**src/rtl/cal_alarm_pkg.sv**
```systemverilog
package cal_alarm_pkg;
  localparam int BYTE_W = 8;
  localparam int NFIELD = 5;

  typedef enum int {
    F_SEC   = 0,
    F_MIN   = 1,
    F_HOUR  = 2,
    F_DATE  = 3,
    F_MONTH = 4
  } field_e;

  // Meaningful BCD bit count of each calendar field
  function automatic int field_width(input int idx);
    case (idx)
      F_SEC, F_MIN:   return 7;
      F_HOUR, F_DATE: return 6;
      default:        return 5;
    endcase
  endfunction
endpackage

```
**src/rtl/cal_alarm_field.sv**
```systemverilog
module cal_alarm_field #(
  parameter int BYTE_W  = 8,
  parameter int VALID_W = 7
) (
  input  logic [BYTE_W-1:0] now_val,
  input  logic [BYTE_W-1:0] alm_val,
  input  logic              skip,
  output logic              hit
);
  localparam logic [BYTE_W-1:0] MASK = BYTE_W'((1 << VALID_W) - 1);

  // Compare BCD digits in place; bits above the field are masked off
  always_comb begin
    hit = skip | (((now_val ^ alm_val) & MASK) == '0);
  end
endmodule

```
**src/rtl/cal_alarm_flag.sv**
```systemverilog
module cal_alarm_flag (
  input  logic clk,
  input  logic rst_n,
  input  logic sec_tick,
  input  logic all_hit,
  input  logic flag_clr,
  output logic alarm_pulse,
  output logic alarm_flag
);
  logic fire;
  assign fire = sec_tick & all_hit;

  always_ff @(posedge clk) begin
    if (!rst_n) begin
      alarm_pulse <= 1'b0;
      alarm_flag  <= 1'b0;
    end else begin
      alarm_pulse <= fire;
      if (fire)          alarm_flag <= 1'b1;
      else if (flag_clr) alarm_flag <= 1'b0;
    end
  end

  assert_pulse_needs_tick_R2: assert property (@(posedge clk) disable iff (!rst_n)
    alarm_pulse |-> $past(sec_tick));

  assert_flag_with_pulse_R8: assert property (@(posedge clk) disable iff (!rst_n)
    alarm_pulse |-> alarm_flag);

  assert_flag_rise_cause_R8: assert property (@(posedge clk) disable iff (!rst_n)
    $rose(alarm_flag) |-> alarm_pulse);

  assert_flag_holds_R8: assert property (@(posedge clk) disable iff (!rst_n)
    ($past(alarm_flag) && !$past(flag_clr)) |-> alarm_flag);

  assert_clear_works_R9: assert property (@(posedge clk) disable iff (!rst_n)
    ($past(flag_clr) && !alarm_pulse) |-> !alarm_flag);
endmodule

```
**src/rtl/cal_alarm_match.sv**
```systemverilog
module cal_alarm_match
  import cal_alarm_pkg::*;
(
  input  logic              clk,
  input  logic              rst_n,
  input  logic              sec_tick,
  input  logic [BYTE_W-1:0] now_sec,
  input  logic [BYTE_W-1:0] now_min,
  input  logic [BYTE_W-1:0] now_hour,
  input  logic [BYTE_W-1:0] now_date,
  input  logic [BYTE_W-1:0] now_month,
  input  logic [BYTE_W-1:0] alm_sec,
  input  logic [BYTE_W-1:0] alm_min,
  input  logic [BYTE_W-1:0] alm_hour,
  input  logic [BYTE_W-1:0] alm_date,
  input  logic [BYTE_W-1:0] alm_month,
  input  logic              skip_sec,
  input  logic              skip_min,
  input  logic              skip_hour,
  input  logic              skip_date,
  input  logic              skip_month,
  input  logic              flag_clr,
  output logic              alarm_pulse,
  output logic              alarm_flag
);
  logic [NFIELD-1:0][BYTE_W-1:0] now_f, alm_f;
  logic [NFIELD-1:0]             skip_f, hit_f;
  logic                          all_hit;

  assign now_f  = {now_month, now_date, now_hour, now_min, now_sec};
  assign alm_f  = {alm_month, alm_date, alm_hour, alm_min, alm_sec};
  assign skip_f = {skip_month, skip_date, skip_hour, skip_min, skip_sec};

  for (genvar i = 0; i < NFIELD; i++) begin : g_field
    cal_alarm_field #(
      .BYTE_W (BYTE_W),
      .VALID_W(field_width(i))
    ) u_field (
      .now_val(now_f[i]),
      .alm_val(alm_f[i]),
      .skip   (skip_f[i]),
      .hit    (hit_f[i])
    );
  end

  assign all_hit = &hit_f;

  cal_alarm_flag u_flag (
    .clk        (clk),
    .rst_n      (rst_n),
    .sec_tick   (sec_tick),
    .all_hit    (all_hit),
    .flag_clr   (flag_clr),
    .alarm_pulse(alarm_pulse),
    .alarm_flag (alarm_flag)
  );

  assert_pulse_after_hit_R3: assert property (@(posedge clk) disable iff (!rst_n)
    (sec_tick && !all_hit) |=> !alarm_pulse);

  assert_all_skip_fires_R4: assert property (@(posedge clk) disable iff (!rst_n)
    (sec_tick && (&skip_f)) |=> alarm_pulse);
endmodule

```
**config.mk**
```make
export PLATFORM = sky130hd
export DESIGN_NAME = cal_alarm_match
export DESIGN_NICKNAME = d
export VERILOG_FILES = /design/src/rtl/cal_alarm_pkg.sv /design/src/rtl/cal_alarm_field.sv /design/src/rtl/cal_alarm_flag.sv /design/src/rtl/cal_alarm_match.sv
export SDC_FILE = /design/constraint.sdc
export NUM_CORES = 1
export LEC_CHECK = 0
export ABC_AREA = 1
export BUFFER_PORTS_ARGS = -buffer_cell sky130_fd_sc_hd__buf_2
export CAP_MARGIN = 20
export CORE_AREA = 2 2 49 51
export CTS_BUF_LIST = sky130_fd_sc_hd__clkbuf_4 sky130_fd_sc_hd__clkbuf_8 sky130_fd_sc_hd__clkbuf_16
export DETAILED_ROUTE_END_ITERATION = 8
export DIE_AREA = 0 0 51 53
export PLACE_DENSITY = 0.83
export SYNTH_ARGS = -nofsm -noshare
export SYNTH_HDL_FRONTEND = slang
export SYNTH_SLANG_ARGS = --single-unit
```
**constraint.sdc**
```tcl
create_clock -name clk -period 1.1 [get_ports clk]
set_clock_uncertainty 0.05 [all_clocks]
set_input_delay 0 -clock clk [delete_from_list [all_inputs] [get_ports clk]]
set_output_delay 0 -clock clk [all_outputs]
set_load 0.02 [all_outputs]
```
Yosys cells after proc, flatten, opt, wreduce, memory -nomap -nowiden
Index checks and enable logic that the tools add are counted.

Latch bits: 0. Output and inout port bits: 2. Memory bits (writable): 0. Logic and storage cells: 22. Bits of input ports: 89. Memories: 0. Flip-flop bits (word level): 2. ROM bits: 0.

Reductions and logical operators: 7. Multiply operators: 0. Order comparisons: 0. Divide/modulo/power cells: 0. Mux-type cells: 2. Bitwise gates (word level): 11. Shift operators: 0. Eq/ne operators: 0. Add/sub/neg operators: 0.

Operators by type and width (count): 8-bit zero test (5); 7-bit bitwise XOR (2); 6-bit bitwise XOR (2); 1-bit OR (5); 5-bit AND reduction (1); 5-bit bitwise XOR (1); 1-bit two-way mux (2); 2-bit nonzero test (1); 1-bit AND (1).

Logic depth before layout (Yosys ltp)
Gate-level depths: netlist of the first run.

Word-level depth: 6. Mapped depth: 11. Depth with buffers taken out: 11.

Modules after synthesis
A second synthesis of the first run with hierarchy kept.

Cell total of the unflattened synthesis: 177. Area, all modules: 734.5 um^2.

By module, submodules not included: cal_alarm_field (g_field[0].u_field ...) (instances 2, area each 141.4 um^2, seq. area each 0.0 um^2, cells each 35); cal_alarm_field (g_field[2].u_field ...) (instances 2, area each 138.9 um^2, seq. area each 0.0 um^2, cells each 36); cal_alarm_field (g_field[4].u_field) (instances 1, area each 100.1 um^2, seq. area each 0.0 um^2, cells each 25); cal_alarm_flag (instances 1, area each 61.3 um^2, seq. area each 40.0 um^2, cells each 7); cal_alarm_match (instances 1, area each 12.5 um^2, seq. area each 0.0 um^2, cells each 3).

Worst setup path before layout of the first run
No wires, ideal clock.

Kind: input to register. Start: in now_min[1]. End: reg u_flag.alarm_flag. Library setup time: 0.059 ns. Required time: 0.991 ns. Stages on the path: 9. Path buffers: 0. Arrival: 0.578 ns. Path slack: 0.413 ns. Path through: inv_1 nand2_1 nand2_1 nand3_4 o21bai_2 nand2_1 nor2_1 nand2_1 nand2_1.

Cells in the longest elaborated chain, start to end: 6. Elaborated cells on any way between the ends: 7. Those cells by class: mux (1); bitwise (3); reduce/logical (3).

RTL lines: from (decl) (line cal_alarm_match.sv:8) `input logic [BYTE_W-1:0] now_min,`; 7-bit bitwise XOR (*) (line cal_alarm_field.sv:14) `hit = skip | (((now_val ^ alm_val) & MASK) == '0);`; 8-bit zero test (*) (line cal_alarm_field.sv:14); 1-bit OR (*) (line cal_alarm_field.sv:14); 5-bit AND reduction (*) (line cal_alarm_match.sv:46) `assign all_hit = &hit_f;`; 1-bit AND (*) (line cal_alarm_flag.sv:11) `assign fire = sec_tick & all_hit;`; 1-bit two-way mux or 2-bit nonzero test (tied branches); to (signal assigned) (line cal_alarm_flag.sv:16) `alarm_flag <= 1'b0;`; to (signal assigned) (line cal_alarm_flag.sv:19) `if (fire) alarm_flag <= 1'b1;`; to (signal assigned) (line cal_alarm_flag.sv:20) `else if (flag_clr) alarm_flag <= 1'b0;`; to (decl) (line cal_alarm_flag.sv:8) `output logic alarm_flag`.

Every way passes the cells marked *; elsewhere a longest branch is shown, timed or not. A chain may end at the register's enable or synchronous reset.

==> results by group, run 1 <==
STA
  • Highest clock rate: 1210 MHz
  • Final setup fails: 0
  • Setup TNS: 0 ns
  • Unrepaired setup endpoints after global routing: false
  • Period minus WS final: 0.828 ns
  • Final Cycle Share: 75.3%
  • Hold Vio Cnt, Final: 0
  • Max Slew Vio Count: 0
  • Rel. slew slack: 89.9%
  • Worst Tran Pin Value: 0.149 ns

Yosys
  • Multiplexer share of the synthesized area: 0%
  • Yosys top cell area share: 38.8%
  • Complex-gate fraction of the synthesized area: 5.13%
  • Main combinational cell family by area after synthesis: simple AND/OR/NAND/NOR gates
  • Synth Register Bits: 2
  • XOR/XNOR Fraction of Synth Area: 6.19%
  • Mapped Area: 707 µm²
  • Adder-Cell Fraction of Synth Area: 0%
  • Syn. warnings: 0
  • Main synth FF type: dfxtp_1
  • Syn Area/Cell: 4.36 µm²
  • Synth Net Count: 251
  • Asr flop ratio synth: 0%
  • Synth cell count leaders: 73 x nand2_1, 48 x inv_1, 23 x nor2_1
  • Syn Inst Count: 162
  • Number of synthesized flops with an enable pin: 0
  • Most numerous cell in the Yosys netlist: nand2_1
  • Yosys cell types: 15
  • Largest cells by area after synthesis: nand2_1 39%, inv_1 25%, nor2_1 12%
  • Post-synthesis simple-gate area fraction: 57.5%
  • Register area share after synthesis: 5.66%
  • Synth area leader: nand2_1

Setup path
  • Crit path required time: 1.16 ns
  • Worst setup SP type: input pin
  • Crit path max fanout: 2
  • WS Path Type: in2reg
  • Crit. Startpoint: rst_n
  • R2R Path Start: u_flag.alarm_flag
  • Kind of end point of the critical path: register
  • R2R setup slack: 0.51 ns
  • Arr. time, crit path: 0.89 ns

Detailed routing
  • Number of vias per cell: 3.90
  • Total number of vias: 1040
  • DRC: 0
  • DR pass1 iterations: 4
  • WL/cell: 6.46 µm
  • Routed Antenna Nets: 0
  • Drt total wl: 1.73 mm
  • Initial DRC Count: 8

Placed design
  • GPL Wtd Cong: 0.616
  • Port bufs: 72
  • HPWL Detailed: 1.55 mm

Clock network
  • Setup Buffers After CTS: 0
  • CTS max path bufs: 2
  • Clk slew on worst S/H paths: 0.03 ns
  • CTS tree: yes
  • Cts bufs inserted: 3
  • CTS resizes: 0
  • Clock Sinks: 2
  • H-Tree Depth: 1
  • Hold-fix buffer count after cts: 2
  • Clock root cell: clkbuf_4
  • Clock Latency Late Sink: 0.22 ns

Pwr
  • Static leakage: 0.000878 µW
  • Pwr/cell area: 472 mW/mm²
  • Peak VDD IR: 0.258 mV
  • Design Power: 540 µW

Global routing
  • Met2 Usage GRT: 27.9%
  • First-pass GRT wire length: 2.75 mm
  • Initial antenna violation count: 0
  • Global-route met3 utilization: 2.82%
  • Met1 Usage GRT: 11.0%
  • Tot GR Track Use: 12.9%
  • Number of global-route vias before repair: 861
  • GRT overflow: 0
  • Global route hottest layer: met2
  • Largest net degree at the start of global routing: 3

Floorplanning
  • Die Width: 51 µm
  • Num ports: 91
  • Die area: 0.00270 mm²
  • Die Ht: 53 µm
  • Initial core utilization: 32.9%
  • Core area: 0.00215 mm²
  • # rows: 17

Hold path
  • Worst Hold Class: in2reg
  • Hold path start: sec_tick

Final layout
  • Share of layout cells above drive strength 1: 33.1%
  • Antenna diode count: 0
  • Area delta synth->final: 61.9%
  • Filler instances: 245
  • Nets: 330

Outcome
  • Outcome: finished clean

Job
  • Maxcap violations: 0
## layer usage
metal	wire length [µm]	up-vias
met1	638	392
li1	-	605
met3	214	0
met5	0	-
met2	872	43
met4	0	0
## cell families after synthesis
kind of cell	Yosys count
and+or+nand+nor	102
buffers and inverters	48
AOI/OAI and AO/OA	5
xor gates and xnor gates	5
DFF	2
## sequential cells by signal (all words and copies together) (netlist names)
signal,count
u_flag.alarm_flag,1
u_flag.alarm_pulse,1
## through the flow
| step | cell area (µm²) | worst slack, ns | hold slack (ns) | std cells | util (%) |
|---|---|---|---|---|---|
| floorplan | 707 | 0.413 | 0.0936 | 162 | - |
| global placement | 1100 | 0.231 | 0.203 | 262 | 51.3 |
| detailed placement | 1100 | 0.215 | 0.213 | 262 | 51.3 |
| CTS | 1140 | 0.286 | 0.0648 | 267 | 53.3 |
| global route | 1140 | 0.229 | 0.0998 | 267 | 53.3 |
| finish | 1140 | 0.272 | 0.0745 | 267 | 53.3 |
## critical path, stage by stage
cell,delay [ns]
dlygate4sd3_1,0.53
buf_2,0.13
nand2_1,0.07
a21oi_2,0.03
nand2_1,0.08
nand2_1,0.05
## cell usage in the layout, fill, tap and decap left out, types with 2 or more instances in the layout
| master | count |
|---|---|
| nand2_1 | 73 |
| dfxtp_1 | 2 |
| inv_1 | 48 |
| clkbuf_4 | 3 |
| nand3_1 | 3 |
| xor2_1 | 3 |
| buf_2 | 72 |
| dlygate4sd3_1 | 2 |
| xnor2_1 | 2 |
| nor2_1 | 23 |
## power breakdown
group,switching (µW),internal [µW],leakage (µW),total (µW)
logic,143,167,0.000848,309
clock network,36.8,120,0.0000138,157
registers,0.229,73.7,0.0000161,74.0
## cell type report
class	instances	area [µm²]	area share, %
clock buffer	3	22.5	1.97
tap	28	35.0	3.06
timing repair buffer	74	380	33.2
multi-input combinational	112	487	42.5
sequential	2	40.0	3.50
inverter	48	180	15.7
## worst paths after layout
kind | end | depth (start not counted)
setup / recovery | u_flag.alarm_flag | 6
hold reg to reg | u_flag.alarm_flag | 2
hold / removal | u_flag.alarm_pulse | 5
setup reg to reg | u_flag.alarm_flag | 2
No activity file was read; power rests on OpenSTA's default activity.
==> inputs of run 2 (changes only) <==
- ABC_AREA: 1 -> 0
- CORE_AREA: 2 2 49 51 -> 2 2 46 48
- DIE_AREA: 0 0 51 53 -> 0 0 48 50
- PLACE_DENSITY: 0.83 -> 0.76
- clock period: 1.1 -> 0.8 ns (I/O delays scaled with it)
==> run 2 against run 1 <==
  * The run now ends with negative setup slack left
  * Register-to-register slack worse by 0.34 ns
  * Critical path depth unchanged
  * Sequential share of layout area increased by 1.1 points
  * Cell area is 24% lower
  * Sequential cell count did not move
  * Non-clock buffer count is 1 lower
  * Via count shrank 39%
  * Global-route usage fell by 0.33 points
  * Synthesized cell count shrank 70%
  * Worst hold slack lost 0.051 ns
  * Power grew 28%
  * Critical endpoint unchanged
  * Largest cell class unchanged
  * Highest routed layer unchanged
==> results by group, run 2 <==
Pwr
  • Static leakage: 0.000454 µW (was 0.000878 µW)
  • Peak VDD IR: 0.261 mV (was 0.258 mV)
  • Pwr/cell area: 789 mW/mm² (was 472 mW/mm²)

Outcome
  • Outcome: complete, but fails checks (was finished clean)
  • Failing checks: negative setup slack

Detailed routing
  • Initial DRC Count: 2 (was 8)
  • DRC: 0 (unchanged)
  • Routed Antenna Nets: 0 (unchanged)
  • WL/cell: 9.99 µm (was 6.46 µm)
  • DR pass1 iterations: 2 (was 4)
  • Drt total wl: 1.51 mm (was 1.73 mm)
  • Total number of vias: 638 (was 1040)
  • Number of vias per cell: 4.23 (was 3.90)

Setup path
  • R2R Path Start: u_flag.alarm_flag (unchanged)
  • WS Path Type: in2reg (unchanged)
  • Worst setup SP type: input pin (unchanged)
  • Crit. Startpoint: alm_hour[3] (was rst_n)
  • Kind of end point of the critical path: register (unchanged)
  • Crit path max fanout: 2 (unchanged)
  • R2R setup slack: 0.17 ns (was 0.51 ns)
  • R2R Path End: u_flag.alarm_flag (unchanged)
  • Arr. time, crit path: 1.38 ns (was 0.89 ns)
  • R2r worst-path depth: 2 (unchanged)
  • CP Capture Point: u_flag.alarm_flag (unchanged)
  • Crit path required time: 0.89 ns (was 1.16 ns)

Placed design
  • Inst Count DP: 147 (was 262)
  • Port bufs: 72 (unchanged)
  • Dpl ws: -0.734 ns (was 0.215 ns)
  • HPWL Detailed: 1.37 mm (was 1.55 mm)
  • GPL Wtd Cong: 0.638 (was 0.616)

Global routing
  • Initial antenna violation count: 0 (unchanged)
  • First-pass GRT wire length: 2.20 mm (was 2.75 mm)
  • Tot GR Track Use: 12.6% (was 12.9%)
  • Largest net degree at the start of global routing: 3 (unchanged)
  • Number of global-route vias before repair: 655 (was 861)
  • GRT overflow: 0 (unchanged)

STA
  • Rel. slew slack: 78.5% (was 89.9%)
  • Setup TNS: -0.962 ns (was 0 ns)
  • Worst Tran Pin Value: 0.321 ns (was 0.149 ns)
  • Highest clock rate: 777 MHz
  • Unrepaired setup endpoints after global routing: true (was false)
  • Max Slew Vio Count: 0 (unchanged)
  • Final Cycle Share: 161%
  • Final setup fails: 2 (was 0)
  • Final Worst Setup Slack: -0.487 ns (was 0.272 ns)
  • Hold Vio Cnt, Final: 0 (unchanged)
  • Period minus WS final: 1.29 ns
  • Worst hold slack: 0.0233 ns (was 0.0745 ns)

Clock network
  • H-Tree Depth: 1 (unchanged)
  • CTS tree: yes (unchanged)
  • Cts bufs inserted: 3 (unchanged)
  • Clock Latency Late Sink: 0.23 ns (was 0.22 ns)
  • CTS max path bufs: 2 (unchanged)
  • Clock Sinks: 2 (unchanged)
  • Clock root cell: clkbuf_4 (unchanged)
  • Setup Buffers After CTS: 0 (unchanged)
  • Clk slew on worst S/H paths: 0.03 ns (about the same)

Final layout
  • Final Core Density: 46.0% (was 53.3%)
  • Most common cell after layout, fill and taps aside: buf_2 (was nand2_1)
  • Non-filler cells, final: 151 (was 267)
  • Nets: 215 (was 330)
  • Share of layout cells above drive strength 1: 63.7% (was 33.1%)
  • Most frequent cells in the layout: 69 x buf_2, 19 x xor2_1, 12 x xnor2_1 (was 73 x nand2_1, 72 x buf_2, 48 x inv_1)
  • Antenna diode count: 0 (unchanged)
  • Area delta synth->final: 111% (was 61.9%)
  • Largest registers: u_flag.alarm_flag x1, u_flag.alarm_pulse x1 (unchanged)

Yosys
  • Syn Inst Count: 48 (was 162)
  • Asr flop ratio synth: 0% (unchanged)
  • Synth Net Count: 137 (was 251)
  • Syn. warnings: 0 (unchanged)
  • Main synth FF type: dfxtp_1 (unchanged)
  • Synth area leader: xor2_1 (was nand2_1)
  • Largest cells by area after synthesis: xor2_1 40%, xnor2_1 25%, dfxtp_1 9.6% (was nand2_1 39%, inv_1 25%, nor2_1 12%)
  • Yosys cell types: 12 (was 15)
  • Register area share after synthesis: 9.64% (was 5.66%)
  • Synth Register Bits: 2 (unchanged)
  • Most numerous cell in the Yosys netlist: xor2_1 (was nand2_1)
  • Mapped Area: 415 µm² (was 707 µm²)
  • Synth cell count leaders: 19 x xor2_1, 12 x xnor2_1, 3 x a31oi_1, 3 x nor4_1 (was 73 x nand2_1, 48 x inv_1, 23 x nor2_1)
  • Yosys top cell area share: 40.1% (was 38.8%)
  • Syn Area/Cell: 8.65 µm² (was 4.36 µm²)
  • Number of synthesized flops with an enable pin: 0 (unchanged)

Hold path
  • Worst Hold Class: in2reg (unchanged)
  • WHS Path Cells: 3 (was 5)

Floorplanning
  • Die Width: 48 µm (was 51 µm)
  • Core area: 0.00190 mm² (was 0.00215 mm²)
  • Num ports: 91 (unchanged)
  • Die Ht: 50 µm (was 53 µm)
  • Die area: 0.00240 mm² (was 0.00270 mm²)
  • Initial core utilization: 21.8% (was 32.9%)
  • # rows: 16 (was 17)

Job
  • Maxcap violations: 0 (unchanged)
[run 2: cell count changes in the layout (fill, tap and decap cells not counted), moves of 10 or more]
cell | before | now
inv_1 | 48 | 0
nand2_1 | 73 | 1
nor2_1 | 23 | 0
xor2_1 | 3 | 19
xnor2_1 | 2 | 12
[run 2: cells by family (layout without fill, tap and decap cells)]
family / Yosys count / count (layout) / share of synthesized area (%)
buffers and inverters: 0 / 76 / 0
XOR/XNOR: 31 / 31 / 65.4
AND/OR/NAND/NOR: 9 / 9 / 14.5
flip-flops: 2 / 2 / 9.64
AO/OA/AOI/OAI: 6 / 6 / 10.5
[run 2: metrics by stage]
| step | area [µm²] | total power, µW |
|---|---|---|
| 2_1_floorplan | 415 | 243 |
| 3_3_place_gp | 810 | 440 |
| 3_5_place_dp | 810 | 453 |
| 4_1_cts | 855 | 696 |
| 5_1_grt | 875 | 741 |
| 6_report | 875 | 690 |
[run 2: how the worst min path moves through the flow]
| stage | start | endpoint | slack, ns |
|---|---|---|---|
| after floorplan | rst_n | u_flag.alarm_flag | 0.09 |
| after global placement | rst_n | u_flag.alarm_flag | 0.21 |
| after detailed placement | rst_n | u_flag.alarm_flag | 0.22 |
| after CTS | sec_tick | u_flag.alarm_pulse | 0.003 |
| after global routing | flag_clr | u_flag.alarm_flag | 0.04 |
| final | flag_clr | u_flag.alarm_flag | 0.02 |
[run 2: metal layers]
layer	vias up	share of wire, %	track usage (%)
met4	0	0	6.31
met3	0	5.9	1.83
li1	323	-	-
met5	-	0	0
met2	26	66	26.9
met1	289	28	8.95
[run 2: what timing repair did]
action | 4_1_cts | 5_1_grt
endpoints found under the hold margin | 1 | 0
pin swaps | 1 | 4
hold buffers | 1 | 0
setup endpoints to repair | 2 | 2
cloned | 0 | 0
resized for setup | 2 | 4
[run 2: final cells by class]
cell class,count,area (µm²)
fill,211,1030
multi-input combinational,46,389
sequential,2,40.0
tap,27,33.8
timing repair buffer,73,389
clock buffer,3,22.5
[run 2: report_power, final]
group          leakage [µW]  switching [µW]  internal (µW)
sequential        0.0000161           0.248            101
combinational      0.000424             137            227
clock             0.0000138            58.1            166
[run 2: critical path: stages]
cell and delay (ns):
buf_2 0.10, xor2_1 0.15, nor4_2 0.27, a31oi_1 0.12, or4_4 0.54, o31ai_2 0.19
